<file path="src/rtl/modstep_unit.sv">
module modstep_unit #(
  parameter int W       = 16,
  parameter bit REG_OUT = 1'b1
) (
  input  logic         clk,
  input  logic         rst,
  input  logic         in_vld,
  input  logic [1:0]   op,
  input  logic [W-1:0] cur_addr,
  input  logic [W-1:0] wrap,
  input  logic [W-1:0] step,
  output logic [W-1:0] nxt_addr,
  output logic [W-1:0] out_addr,
  output logic         out_vld
);
  localparam int XW = W + 2;
  localparam logic [W-1:0] IDX_MIN = {1'b1, {(W-1){1'b0}}};

  logic [XW-1:0] a, w, ix, mx, wp1;
  logic [XW-1:0] sum_add, sum_sub, sum_inc, sum_dec;
  logic [XW-1:0] cv_add, cv_sub, cv_inc, cv_dec;
  logic [XW-1:0] res;
  logic          neg_ix, sub_hi_branch;

  assign a       = {2'b00, cur_addr};
  assign w       = {2'b00, wrap};
  assign ix      = {{2{step[W-1]}}, step};
  assign mx      = {1'b0, wrap | {{(W-1){1'b0}}, 1'b1}, 1'b0};
  assign wp1     = w + 1'b1;
  assign neg_ix  = step[W-1];
  assign sub_hi_branch = neg_ix && (step != IDX_MIN);

  assign sum_add = a + ix;
  assign sum_sub = a - ix;
  assign sum_inc = a + 1'b1;
  assign sum_dec = a + w;

  assign cv_add  = (sum_add ^ a ^ ix) & mx;
  assign cv_sub  = (sum_sub ^ a ^ ~ix) & mx;
  assign cv_inc  = (sum_inc ^ a) & mx;
  assign cv_dec  = (sum_dec ^ a) & mx;

  function automatic logic [XW-1:0] fold_low(input logic [XW-1:0] s, input logic [XW-1:0] cv,
                                             input logic [XW-1:0] wv, input logic [XW-1:0] wv1);
    if ((((s + wv1) ^ s) & cv) <= wv) return s + wv1;
    return s;
  endfunction

  always_comb begin
    unique case (op)
      2'b00: res = neg_ix ? fold_low(sum_add, cv_add, w, wp1)
                          : ((cv_add > w) ? sum_add - wp1 : sum_add);
      2'b01: res = sub_hi_branch ? ((cv_sub > w) ? sum_sub - wp1 : sum_sub)
                                 : fold_low(sum_sub, cv_sub, w, wp1);
      2'b10: res = (cv_inc > w) ? sum_inc - wp1 : sum_inc;
      default: res = (cv_dec > w) ? sum_dec - wp1 : sum_dec;
    endcase
  end

  assign nxt_addr = res[W-1:0];

  AST_LINEAR_ADD: assert property (@(posedge clk) disable iff (rst) (wrap == '1 && op == 2'b00) |-> nxt_addr == W'(cur_addr + step));
  AST_LINEAR_SUB: assert property (@(posedge clk) disable iff (rst) (wrap == '1 && op == 2'b01) |-> nxt_addr == W'(cur_addr - step));
  AST_WINDOW: assert property (@(posedge clk) disable iff (rst) (op[1] && wrap != '0 && (wrap & W'(wrap + 1'b1)) == '0) |-> ((nxt_addr & ~wrap) == (cur_addr & ~wrap)));

  generate
    if (REG_OUT) begin : g_reg
      logic [W-1:0] q_addr;
      logic         q_vld;
      always_ff @(posedge clk) begin
        if (rst) begin
          q_addr <= '0;
          q_vld  <= 1'b0;
        end else begin
          q_vld <= in_vld;
          if (in_vld) q_addr <= nxt_addr;
        end
      end
      assign out_addr = q_addr;
      assign out_vld  = q_vld;

      AST_OUT_DATA: assert property (@(posedge clk) disable iff (rst) in_vld |=> (out_vld && out_addr == $past(nxt_addr)));
      AST_OUT_HOLD: assert property (@(posedge clk) disable iff (rst) !in_vld |=> (!out_vld && $stable(out_addr)));
    end else begin : g_comb
      assign out_addr = nxt_addr;
      assign out_vld  = in_vld;
    end
  endgenerate
endmodule

</file>
<file path="config.mk">
export PLATFORM = sky130hd
export DESIGN_NAME = modstep_unit
export DESIGN_NICKNAME = d
export VERILOG_FILES = /design/src/rtl/modstep_unit.sv
export SDC_FILE = /design/constraint.sdc
export NUM_CORES = 1
export LEC_CHECK = 0
export ABC_CLOCK_PERIOD_IN_PS = 15700
export BUFFER_PORTS_ARGS = -buffer_cell sky130_fd_sc_hd__buf_2
export CORE_MARGIN = 8
export CORE_UTILIZATION = 55
export CTS_CLUSTER_DIAMETER = 30
export DETAILED_ROUTE_END_ITERATION = 16
export HOLD_SLACK_MARGIN = 0.12
export PLACE_DENSITY = 0.76
export SYNTH_ARGS = -nofsm -noshare
export SYNTH_HDL_FRONTEND = slang
export SYNTH_SLANG_ARGS = --single-unit
</file>
<file path="constraint.sdc">
create_clock -name clk -period 15.7 [get_ports clk]
set_input_delay 3.14 -clock clk [delete_from_list [all_inputs] [get_ports clk]]
set_output_delay 3.14 -clock clk [all_outputs]
set_load 0.01 [all_outputs]
</file>
==> impl_metrics.ini <==
[run_status]
status = finished clean

[detailed_routing]
viasPerCell = 6.53
vias = 14000
ant_nets = 0
drcViolationCount = 0
wl_per_cell_um = 23.9
routed_wl_um = 51200
drtPass1Iterations = 5
dr.first_iter.drc_count = 1605

[die]
core_mm2 = 0.0232
dieArea_mm2 = 0.0285
initial_utilization = 0.554
ios = 86
rows = 56
die_x_um = 169
fp.dieH_um = 169

[sta]
finalWorstSetupSlack_ns = 2.08
slew_viol_final = 0
setup_viol = 0
fmax_ghz = 0.0734
tns_ns = 0
hold_violations = 0
min_period_ns = 13.62
grt_setup_unrepaired = false
slew_headroom = 0.225
worst-slew-pin-transition_ns = 1.15
fin_skew_ns = 0
whs_ns = 0.475
fin_crit_sh = 0.868

[critical_path]
worstPathRequired_ns = 12.56
cpMostUsedCell = ha_1
critPathMaxFanout = 17
crit_path_end_kind = primary output
slowest_delay_ns = 0.77
start_kind = input pin
crit_slowest_cell = a2111oi_0
worst-setup-path-type = in2out
critical_path_arrival_ns = 10.48

[synth]
yosysSeqAreaShare = 0.0265
yosysWarnings = 0
synth_adder_area_share = 0.240
syn-num-nets = 2088
synth_compound_gate_area_share = 0.260
post-synth-top-area-cell = ha_1
netlist_instances = 1794
synth_area_leaders = ha_1, xnor2_1, nor2_1
yosysTopAreaCellShare = 0.226
synth_area_mm2 = 0.0128
synth_top_family_by_area = compound AO/OA/AOI/OAI gates
synth_edf_count = 0
ys.flop_type = dfxtp_1
synth_cell_type_count = 79
synth-simple-area-share = 0.233
synth_xor_area_frac = 0.151
ys_ff_latch = 17
synth-async-reset-ratio = 0
avgSynthCellArea_um2 = 7.16
muxShareOfSynthArea = 0.0355

[pwr]
power.density_mw_per_mm2 = 92.6
leakagePower_nw = 6.22
peakVddDrop_uv = 60.6

[global_routing]
met1_usage = 0.442
busiest_layer = met2
grt_pass1_vias = 13400
grt_max_degree = 29
met2_usage = 0.548
antenna_found_initial = 0
grt_usage = 0.344
grt_pass1_wl_um = 75900
met3_usage = 0.0333
overflow = 0

[cells_and_area]
fin_nets = 2120
layout-drive-gt1-share = 0.0800
fin_cells = 2146
syn2layout_area_growth_pct = 5.60
multi_input_area_mm2 = 0.0118
seqCellArea_um2 = 340
utilization = 0.585
fill_cells = 2286

[job]
cap_violations = 0

[min_path]
hp-class = reg2reg

[clock_network]
clock-sinks = 17
path_clk_slew_ns = 0.05
cts_hold_buf = 0
clock_path_buffers = 2
insertion_delay_ns = 0.25
cts_resized = 0
clockRootBuffer = clkbuf_16
numCtsBuffers = 3
postCtsSetupBuffers = 0
cts_max_level = 1
cts_tree = done

[placement]
dp_hpwl_um = 43100
gp_congestion = 1.00
place_ws_ns = 2.22
place.port_buffers = 85
dpl.cell_count = 2140
-- stage by stage --
step	cell area (um2)	power, mW
2_1_floorplan	12800	0.856
3_3_place_gp	13500	1.15
3_5_place_dp	13500	1.16
4_1_cts	13600	1.22
5_1_grt	13600	1.34
6_report	13600	1.26
-- routing by layer --
metal | share of wire | vias to the layer above
met5 | 0 | -
met2 | 0.43 | 711
met4 | 0.066 | 0
li1 | - | 6570
met1 | 0.41 | 6596
met3 | 0.088 | 144
-- power breakdown --
group	internal [mW]	leakage (nW)	switching, mW
Sequential	0.0487	0.141	0.00211
Clock	0.0345	0.0382	0.0167
Combinational	0.444	6.04	0.709
Total	0.527	6.22	0.728
-- path summary, 6_finish.rpt --
kind,slack [ns],startpoint,cells after the start,end
max,2.08,cur_addr[0],30,nxt_addr[2]
min,0.48,out_addr[3]$_SDFFE_PP0P_,2,out_addr[3]$_SDFFE_PP0P_
min reg2reg,0.48,out_addr[3]$_SDFFE_PP0P_,2,out_addr[3]$_SDFFE_PP0P_
max reg2reg,14.93,out_addr[14]$_SDFFE_PP0P_,3,out_addr[14]$_SDFFE_PP0P_
-- cell families (layout without fill, tap and decap cells) --
family                   count (synthesis)  in the layout
flip-flops                              17             17
buffers and inverters                  180            211
XOR/XNOR                               222            222
other                                    0              2
adder cells (fa/ha/maj)                241            241
AO/OA/AOI/OAI                          489            489
AND/OR/NAND/NOR                        601            601
multiplexers                            44             44
-- layout make-up --
class / instances / share of cell area
clock buffer: 4 / 0.00581
timing repair buffer: 95 / 0.0369
multi-input combinational: 1597 / 0.871
tap: 319 / 0.0294
sequential: 17 / 0.0251
inverter: 112 / 0.0310
antenna: 2 / 0.000369
-- critical path, delay by kind of cell --
family                     cells  cell delay, ns
AOI/OAI and AO/OA             12            3.21
xor gates and xnor gates       3            0.87
buffers and inverters          4            0.74
and+or+nand+nor                6            0.87
adders and majority gates      4            1.46
muxes                          1            0.18
-- flip-flops by register name (all words and copies together) (netlist names) --
name,cells
out_addr,16
out_vld,1
-- synthesized netlist by cell type, types with 39 or more instances --
library cell,n
a21oi_1,123
and2_1,39
clkbuf_1,54
ha_1,232
inv_1,110
nand2_1,103
nand3_1,41
nor2_1,194
nor3_1,41
o21ai_0,80
xnor2_1,157
xor2_1,65
-- cell usage in the layout (no fill, tap or decap), types with 35 or more instances in the layout --
cell type  count
inv_1        110
xor2_1        65
and3_1        35
nor3_1        41
a21oi_1      123
nand2_1      103
o21ai_0       80
nor2_1       194
a211oi_1      35
buf_2         85
nand3_1       41
and2_1        39
xnor2_1      157
ha_1         232
Note: power is estimated with default switching activity, not from simulation.
